### src/rtl/sys_entry_pkg.sv
`timescale 1ns/1ps
package sys_entry_pkg;
  localparam int XLEN = 64;
  localparam int SEL_W = 16;
  localparam int ATTR_W = 11;
  localparam int BASE_W = 32;
  localparam int LIMIT_W = 20;

  localparam logic [3:0] ALT_EVENT_TYPE = 4'd7;
  localparam logic [7:0] ALT_VECTOR = 8'd1;
  localparam logic [SEL_W-1:0] RPL_CLEAR_MASK = 16'hFFFC;
  localparam logic [SEL_W-1:0] STACK_SEL_OFFSET = 16'd8;
  localparam logic [LIMIT_W-1:0] FLAT_LIMIT = 20'hFFFFF;
  localparam logic [BASE_W-1:0] FLAT_BASE = '0;

  typedef struct packed {
    logic gran;
    logic defSize;
    logic longSeg;
    logic present;
    logic [1:0] dpl;
    logic sysFlag;
    logic [3:0] segType;
  } segAttr_t;

  localparam segAttr_t CODE_ATTR = '{gran: 1'b1, defSize: 1'b0, longSeg: 1'b1,
                                     present: 1'b1, dpl: 2'd0, sysFlag: 1'b1,
                                     segType: 4'd11};
  localparam segAttr_t STACK_ATTR = '{gran: 1'b1, defSize: 1'b1, longSeg: 1'b0,
                                      present: 1'b1, dpl: 2'd0, sysFlag: 1'b1,
                                      segType: 4'd3};

  typedef struct packed {
    logic finish;
    logic raiseUd;
    logic raiseAlt;
    logic commitArch;
    logic saveShadow;
    logic zeroShadow;
    logic armTracker;
  } entryStrobes_t;
endpackage

### src/rtl/sys_entry_ctrl.sv
`timescale 1ns/1ps
module sys_entry_ctrl
  import sys_entry_pkg::*;
(
  input  logic reqValid,
  input  logic longActive,
  input  logic csLongBit,
  input  logic sysEnable,
  input  logic altDelivery,
  input  logic lockPrefix,
  input  logic shadowEnCaller,
  input  logic shadowEnKernel,
  input  logic branchTrackEn,
  output entryStrobes_t strobes
);
  logic modeBad;
  logic legacyBad;
  logic goAlt;
  logic goLegacy;

  // Ordered checks: 64-bit mode first, then path choice, then legacy-only checks.
  always_comb begin
    modeBad   = !longActive || !csLongBit;
    goAlt     = !modeBad && altDelivery;
    legacyBad = !sysEnable || lockPrefix;
    goLegacy  = !modeBad && !altDelivery && !legacyBad;

    strobes            = '0;
    strobes.finish     = reqValid;
    strobes.raiseUd    = reqValid && (modeBad || (!altDelivery && legacyBad));
    strobes.raiseAlt   = reqValid && goAlt;
    strobes.commitArch = reqValid && goLegacy;
    strobes.saveShadow = reqValid && goLegacy && shadowEnCaller;
    strobes.zeroShadow = reqValid && goLegacy && shadowEnKernel;
    strobes.armTracker = reqValid && goLegacy && branchTrackEn;
  end
endmodule

### src/rtl/sys_entry_dp.sv
`timescale 1ns/1ps
module sys_entry_dp
  import sys_entry_pkg::*;
#(
  parameter int ADDR_W = 48
) (
  input  logic clk,
  input  logic rstN,
  input  entryStrobes_t strobes,
  input  logic [XLEN-1:0] curIp,
  input  logic [3:0] instLen,
  input  logic [XLEN-1:0] curFlags,
  input  logic [XLEN-1:0] targetReg,
  input  logic [SEL_W-1:0] selField,
  input  logic [XLEN-1:0] flagMask,
  input  logic [XLEN-1:0] shadowPtr,
  input  logic curTrackerWait,
  input  logic curSuppress,
  output logic done,
  output logic faultUd,
  output logic altReq,
  output logic [3:0] altEventType,
  output logic [7:0] altVector,
  output logic [3:0] altLen,
  output logic [XLEN-1:0] newIp,
  output logic [XLEN-1:0] retAddr,
  output logic [XLEN-1:0] savedFlags,
  output logic [XLEN-1:0] newFlags,
  output logic [SEL_W-1:0] csSel,
  output logic [SEL_W-1:0] ssSel,
  output logic [BASE_W-1:0] csBase,
  output logic [LIMIT_W-1:0] csLimit,
  output logic [ATTR_W-1:0] csAttr,
  output logic [BASE_W-1:0] ssBase,
  output logic [LIMIT_W-1:0] ssLimit,
  output logic [ATTR_W-1:0] ssAttr,
  output logic [1:0] cplOut,
  output logic [XLEN-1:0] pl3SspSave,
  output logic [XLEN-1:0] sspOut,
  output logic trackerWait,
  output logic trackerSuppress
);
  localparam int SIGN_BIT = ADDR_W - 1;
  localparam logic [1:0] RESET_CPL = 2'd3;

  logic [XLEN-1:0] adjustedSsp;
  logic [XLEN-1:0] nextRet;
  logic [XLEN-1:0] nextFlags;
  logic [SEL_W-1:0] nextCsSel;
  logic [SEL_W-1:0] nextSsSel;

  // Sign adjustment: bits at or above the address width copy the top address bit.
  for (genvar bitIdx = 0; bitIdx < XLEN; bitIdx++) begin : g_adjust
    if (bitIdx < SIGN_BIT) begin : g_keep
      assign adjustedSsp[bitIdx] = shadowPtr[bitIdx];
    end else begin : g_extend
      assign adjustedSsp[bitIdx] = shadowPtr[SIGN_BIT];
    end
  end

  always_comb begin
    nextRet   = curIp + {{(XLEN-4){1'b0}}, instLen};
    nextFlags = curFlags & ~flagMask;
    nextCsSel = selField & RPL_CLEAR_MASK;
    nextSsSel = selField + STACK_SEL_OFFSET;
  end

  // Result pulse and delivery request fields.
  always_ff @(posedge clk) begin
    if (!rstN) begin
      done         <= 1'b0;
      faultUd      <= 1'b0;
      altReq       <= 1'b0;
      altEventType <= '0;
      altVector    <= '0;
      altLen       <= '0;
    end else begin
      done    <= strobes.finish;
      faultUd <= strobes.raiseUd;
      altReq  <= strobes.raiseAlt;
      if (strobes.raiseAlt) begin
        altEventType <= ALT_EVENT_TYPE;
        altVector    <= ALT_VECTOR;
        altLen       <= instLen;
      end else begin
        altEventType <= '0;
        altVector    <= '0;
        altLen       <= '0;
      end
    end
  end

  // Architectural state loaded only on a committed legacy entry.
  always_ff @(posedge clk) begin
    if (!rstN) begin
      newIp      <= '0;
      retAddr    <= '0;
      savedFlags <= '0;
      newFlags   <= '0;
      csSel      <= '0;
      ssSel      <= '0;
      csBase     <= '0;
      csLimit    <= '0;
      csAttr     <= '0;
      ssBase     <= '0;
      ssLimit    <= '0;
      ssAttr     <= '0;
      cplOut     <= RESET_CPL;
    end else if (strobes.commitArch) begin
      newIp      <= targetReg;
      retAddr    <= nextRet;
      savedFlags <= curFlags;
      newFlags   <= nextFlags;
      csSel      <= nextCsSel;
      ssSel      <= nextSsSel;
      csBase     <= FLAT_BASE;
      csLimit    <= FLAT_LIMIT;
      csAttr     <= CODE_ATTR;
      ssBase     <= FLAT_BASE;
      ssLimit    <= FLAT_LIMIT;
      ssAttr     <= STACK_ATTR;
      cplOut     <= 2'd0;
    end
  end

  // Shadow-stack and branch-tracking state.
  always_ff @(posedge clk) begin
    if (!rstN) begin
      pl3SspSave      <= '0;
      sspOut          <= '0;
      trackerWait     <= 1'b0;
      trackerSuppress <= 1'b0;
    end else if (strobes.commitArch) begin
      if (strobes.saveShadow) pl3SspSave <= adjustedSsp;
      sspOut <= strobes.zeroShadow ? '0 : shadowPtr;
      if (strobes.armTracker) begin
        trackerWait     <= 1'b1;
        trackerSuppress <= 1'b0;
      end else begin
        trackerWait     <= curTrackerWait;
        trackerSuppress <= curSuppress;
      end
    end
  end
endmodule

### src/rtl/sys_entry_unit.sv
`timescale 1ns/1ps
module sys_entry_unit
  import sys_entry_pkg::*;
#(
  parameter int ADDR_W = 48
) (
  input  logic clk,
  input  logic rstN,
  input  logic reqValid,
  input  logic [63:0] curIp,
  input  logic [3:0] instLen,
  input  logic [63:0] curFlags,
  input  logic longActive,
  input  logic csLongBit,
  input  logic sysEnable,
  input  logic altDelivery,
  input  logic lockPrefix,
  input  logic [63:0] targetReg,
  input  logic [15:0] selField,
  input  logic [63:0] flagMask,
  input  logic [63:0] shadowPtr,
  input  logic shadowEnCaller,
  input  logic shadowEnKernel,
  input  logic branchTrackEn,
  input  logic curTrackerWait,
  input  logic curSuppress,
  output logic done,
  output logic faultUd,
  output logic altReq,
  output logic [3:0] altEventType,
  output logic [7:0] altVector,
  output logic [3:0] altLen,
  output logic [63:0] newIp,
  output logic [63:0] retAddr,
  output logic [63:0] savedFlags,
  output logic [63:0] newFlags,
  output logic [15:0] csSel,
  output logic [15:0] ssSel,
  output logic [31:0] csBase,
  output logic [19:0] csLimit,
  output logic [10:0] csAttr,
  output logic [31:0] ssBase,
  output logic [19:0] ssLimit,
  output logic [10:0] ssAttr,
  output logic [1:0] cplOut,
  output logic [63:0] pl3SspSave,
  output logic [63:0] sspOut,
  output logic trackerWait,
  output logic trackerSuppress
);
  entryStrobes_t strobes;

  sys_entry_ctrl u_ctrl (
    .reqValid       (reqValid),
    .longActive     (longActive),
    .csLongBit      (csLongBit),
    .sysEnable      (sysEnable),
    .altDelivery    (altDelivery),
    .lockPrefix     (lockPrefix),
    .shadowEnCaller (shadowEnCaller),
    .shadowEnKernel (shadowEnKernel),
    .branchTrackEn  (branchTrackEn),
    .strobes        (strobes)
  );

  sys_entry_dp #(.ADDR_W(ADDR_W)) u_dp (
    .clk             (clk),
    .rstN            (rstN),
    .strobes         (strobes),
    .curIp           (curIp),
    .instLen         (instLen),
    .curFlags        (curFlags),
    .targetReg       (targetReg),
    .selField        (selField),
    .flagMask        (flagMask),
    .shadowPtr       (shadowPtr),
    .curTrackerWait  (curTrackerWait),
    .curSuppress     (curSuppress),
    .done            (done),
    .faultUd         (faultUd),
    .altReq          (altReq),
    .altEventType    (altEventType),
    .altVector       (altVector),
    .altLen          (altLen),
    .newIp           (newIp),
    .retAddr         (retAddr),
    .savedFlags      (savedFlags),
    .newFlags        (newFlags),
    .csSel           (csSel),
    .ssSel           (ssSel),
    .csBase          (csBase),
    .csLimit         (csLimit),
    .csAttr          (csAttr),
    .ssBase          (ssBase),
    .ssLimit         (ssLimit),
    .ssAttr          (ssAttr),
    .cplOut          (cplOut),
    .pl3SspSave      (pl3SspSave),
    .sspOut          (sspOut),
    .trackerWait     (trackerWait),
    .trackerSuppress (trackerSuppress)
  );
endmodule

### config.mk
export PLATFORM = sky130hd
export DESIGN_NAME = sys_entry_unit
export DESIGN_NICKNAME = d
export VERILOG_FILES = /design/src/rtl/sys_entry_pkg.sv /design/src/rtl/sys_entry_ctrl.sv /design/src/rtl/sys_entry_dp.sv /design/src/rtl/sys_entry_unit.sv
export SDC_FILE = /design/constraint.sdc
export NUM_CORES = 1
export LEC_CHECK = 0
export ABC_CLOCK_PERIOD_IN_PS = 4700
export CAP_MARGIN = 25
export CELL_PAD_IN_SITES_DETAIL_PLACEMENT = 2
export CELL_PAD_IN_SITES_GLOBAL_PLACEMENT = 2
export CORE_AREA = 2 2 355 357
export CTS_CLUSTER_SIZE = 8
export DETAILED_ROUTE_END_ITERATION = 16
export DIE_AREA = 0 0 357 359
export PLACE_DENSITY = 0.65
export SYNTH_ARGS = -nofsm -noshare
export SYNTH_HDL_FRONTEND = slang
export SYNTH_SLANG_ARGS = --single-unit
### constraint.sdc
create_clock -name clk -period 4.7 [get_ports clk]
set_input_delay 1.41 -clock clk [delete_from_list [all_inputs] [get_ports clk]]
set_output_delay 1.41 -clock clk [all_outputs]
set_load 0.02 [all_outputs]
# Word level (Yosys, flattened, before mapping)
# Index checks and enable logic that the tools add are counted.
word_totals:
  input_bits: 353
  word_cells: 50
  output_inout_bits: 565
  regBits: 424
op_classes:
  bitwise: 2
  add_sub_neg: 2
  mux: 5
  n_reduce_logical: 21
op_table:
  columns: ["cell", "count"]
  rows:
  - ["64-bit by 4-bit adder with 64-bit output", 1]
  - ["64-bit AND", 1]
  - ["64-bit 2-to-1 mux", 1]
  - ["64-bit inverter", 1]
  - ["16-bit by 4-bit adder with 16-bit output, second input constant", 1]
  - ["1-bit logical AND", 10]
  - ["1-bit logical NOT", 6]
  - ["2-bit AND reduction", 2]
  - ["1-bit logical OR", 3]
  - ["1-bit 2-to-1 mux", 3]
  - ["3-bit 2-to-1 mux", 1]

# Longest topological paths before layout
depth:
  depth_word: 8
  ltp_mapped: 8

# Modules after synthesis
# Synthesis repeated with hierarchy kept, for this count alone.
hier_totals:
  cells_unflattened: 2059
  hier_area_um2: 17302.8
modules_own_cells:
  columns: ["mod", "seq_area_each_um2", "cells_per_inst", "instances", "area_each_um2"]
  rows:
  - ["sys_entry_dp", 8167.8, 2045, 1, 17212.8]
  - ["sys_entry_ctrl", 0.0, 14, 1, 90.1]

# Worst setup path before layout
# No wires, ideal clock.
synth_timing:
  path_kind: "input to register"
  from: "input port curIp[3]"
  to: "register u_dp.retAddr[39]"
  arrival_time_ns: 2.870
  path_slack_ns: 1.698
  t_required_ns: 4.568
  path_stages: 8
  setup_time_ns: 0.132
  cell_sequence: "ha_1 nand2_1 o21ai_2 nand4_4 buf_6 nor3_1 xnor2_1 a21oi_1"
synth_between:
  elab_chain_cells: 1
synth_rtl:
  columns: ["item", "line", "text"]
  rows:
  - ["start, declared", "sys_entry_unit.sv:10", "input logic [63:0] curIp,"]
  - ["64-bit by 4-bit adder with 64-bit output", "sys_entry_dp.sv:62", "nextRet = curIp + {{(XLEN-4){1'b0}}, instLen};"]
  - ["end signal, assigned", "sys_entry_dp.sv:111", "retAddr <= nextRet;"]
  - ["end, declared", "sys_entry_dp.sv:26", "output logic [XLEN-1:0] retAddr,"]
# No other way between the ends.
# A chain may end at the register's enable or synchronous reset.

# Worst setup path after layout
layout_timing:
  from: "input port curIp[8]"
  to: "register u_dp.retAddr[40]"
# Same word-level chain as after synthesis.

==> out/results.tsv <==
metric	value	unit
synth_xor_area_share	3.73	%
netlist_area	16900	um2
antenna_found_initial	18	
drive_gt1_share	4.00	%
cts.sinks	408	
antenna_left	0	
multi_input_area	7320	um2
period_needed	3.75	ns
crit_type	input port to flop	
first_pass_iters	4	
grtUsageTotal	14.1	%
fp.coreArea	125000	um2
std_cell_rows	130	
cp-end-kind	flop	
finalPower	8280	uW
ir_drop	0.254	mV
dp_hpwl	73.2	mm
place_area	26300	um2
r2r_start	u_dp.pl3SspSave[47]	
hold_viol_final	0	
yosys.area_share.simple	23.4	%
r2r_end	u_dp.pl3SspSave[47]	
ys_types	38	
path_clk_slew	0.05	ns
synthToLayoutAreaGrowth	65.2	%
hold_depth	2	
clock_latency	0.64	ns
num_vias	17300	
gp_congestion	0.804	
synthArstFlopShare	0	%
die_area	128000	um2
synthFlopType	dfxtp_1	
ys_seq_area_share	48.3	%
wl_per_cell	21.1	um
cts_made_buffers	59	
r2r_cells	2	
wirelength	94.5	mm
io_buffer_count	834	
worst_slew_pin_slew	0.936	ns
synth_top_area_share	48.3	%
h-tree-depth	2	
drc	0	
leakagePower	0.00898	uW
cp.required	5.19	ns
synth_area_leader_cell	dfxtp_1	
netlist_instances	2089	
fin_tns_setup	0	ns
status	finished clean	
cts_tree	built	
grt_pass1_vias	18100	
clock-root-buffer	clkbuf_16	
synth_edf_count	0	
setup_violations	0	
dr.first_iter.drc_count	615	
stdcell_area	28000	um2
grtUsageMet2	24.8	%
synth_fa_ha_area_share	0.488	%
hold_path.class	flop to flop	
maxSlewViolCount	0	
drv_cap	0	
start_kind	input port	
via_per_inst	3.87	
worstHoldStart	u_dp.savedFlags[62]	
gr-max-usage-layer	met2	
worstHoldEndpoint	u_dp.savedFlags[62]	
die_h	359	um
fin_skew	0	ns
fin_util	22.4	%
synth_seq_cells	408	
yosys_warnings	0	
cts_resized	0	
placed_cells	4395	
reg2reg_slack	3.73	ns
cts_max_path_buffers	3	
avgSynthCellArea	8.10	um2
grt_pass1_wl	132	mm
synth_compound_area_share	13.8	%
fin_crit_sh	79.9	%
grt_max_degree	127	
fillCellCount	14400	
fmax	0.266	GHz
slew_headroom	37.6	%
die_w	357	um
final_cell_count_no_fill	4475	
use_met1	15.2	%
path_max_fanout	7	
register_area	8170	um2
cts.hold.buffers_added	0	
grt.overflow.total	0	
post_cts_buffers	0	
initial_core_util	13.6	%
worstPathArrival	4.24	ns
p_per_area	296	nW/um2
synth_area_leaders	dfxtp_1 (48%), nand2_1 (12%), a21oi_1 (11%)	
grt_setup_unrepaired	false	
gr-usage-met3	5.69	%
synth_top_family_by_area	simple AND/OR/NAND/NOR gates	
synth_mux_area_share	0	%
io_pins	918	
final_nets	3165	
-- routing by layer --
metal	vias to the layer above	share of wire (%)
met5	-	0.13
met4	18	3.2
met3	137	9.2
met2	610	49
met1	8420	38
li1	8142	-
-- registers in the layout (all words and copies together) (netlist names), 13 cells and up --
| register | cells |
|---|---|
| u_dp.sspOut | 64 |
| u_dp.savedFlags | 64 |
| u_dp.newFlags | 64 |
| u_dp.pl3SspSave | 48 |
| u_dp.retAddr | 64 |
| u_dp.csSel | 13 |
| u_dp.newIp | 64 |
| u_dp.ssSel | 16 |
-- synthesized netlist by cell type (12+ instances only) --
library cell / count
nand3_1: 28
buf_4: 157
o21ai_0: 51
nor3_1: 19
clkbuf_1: 132
nand4_1: 17
nor2_1: 47
dfxtp_1: 408
nand3b_1: 129
a21oi_1: 379
and3_1: 12
xor2_1: 23
a211oi_1: 21
xnor2_1: 49
nand2_1: 550
-- power by group --
| group | total, uW | leakage, uW | internal, uW | switching, uW |
|---|---|---|---|---|
| combinational | 801 | 0.00490 | 392 | 410 |
| sequential | 3500 | 0.00329 | 3490 | 14.4 |
| clock | 3980 | 0.000783 | 2290 | 1690 |
| total | 8280 | 0.00898 | 6170 | 2110 |
-- layout make-up --
| class | count | area share (%) |
|---|---|---|
| timing repair buffer | 870 | 31.2 |
| sequential | 408 | 29.2 |
| multi-input combinational | 1457 | 26.2 |
| tap | 1650 | 7.38 |
| clock buffer | 71 | 5.44 |
| clock inverter | 6 | 0.340 |
| inverter | 10 | 0.161 |
| antenna | 3 | 0.0269 |
-- worst max-delay path, stage by stage --
cell,delay (ns)
clkdlybuf4s50_1,0.57
nand4_1,0.35
nor4_4,0.65
nand4_1,0.59
nor3_1,0.41
xnor2_1,0.16
a21oi_1,0.09
-- through the flow --
stage / hold slack (ns) / worst slack (ns)
2_1_floorplan: 0.530 / 1.70
3_3_place_gp: 0.437 / 0.377
3_5_place_dp: 0.448 / 0.301
4_1_cts: 0.455 / 1.04
5_1_grt: 0.469 / 0.830
6_report: 0.452 / 0.946
-- logic make-up after synthesis --
family          count (synthesis)
fa+ha+maj                       6
xor+xnor                       72
other cells                     1
simple gates                  843
compound gates                453
flops                         408
buf+inv                       306
-- cells in the final DEF, fill, tap and decap left out, types with 9 or more instances in the layout --
| master | synthesis | routed |
|---|---|---|
| buf_4 | 157 | 26 |
| xor2_1 | 23 | 23 |
| conb_1 | 1 | 83 |
| a21oi_1 | 379 | 379 |
| nor2_1 | 47 | 47 |
| nor4_1 | 9 | 9 |
| nand3_1 | 28 | 28 |
| buf_12 | 0 | 10 |
| clkbuf_1 | 132 | 12 |
| nand2_1 | 550 | 549 |
| dfxtp_1 | 408 | 408 |
| and2_1 | 10 | 9 |
| nand3b_1 | 129 | 129 |
| nor3_1 | 19 | 19 |
| nand4_1 | 17 | 17 |
| o21ai_0 | 51 | 51 |
| and3_1 | 12 | 12 |
| xnor2_1 | 49 | 49 |
| clkbuf_16 | 0 | 59 |
| clkdlybuf4s50_1 | 0 | 832 |
| a211oi_1 | 21 | 21 |
| inv_1 | 9 | 9 |
-- how the worst max path moves through the flow --
stage               slack (ns)        from          endpoint  depth (start not counted)
CTS                       1.04  instLen[0]  u_dp.retAddr[40]                          9
finish                    0.95    curIp[8]  u_dp.retAddr[40]                          7
global route              0.83    curIp[8]  u_dp.retAddr[42]                          7
floorplan                 1.70    curIp[3]  u_dp.retAddr[39]                          8
global placement          0.38  instLen[0]  u_dp.retAddr[44]                          9
detailed placement        0.30  instLen[0]  u_dp.retAddr[40]                          9
Power figures use the tool's default switching activity.
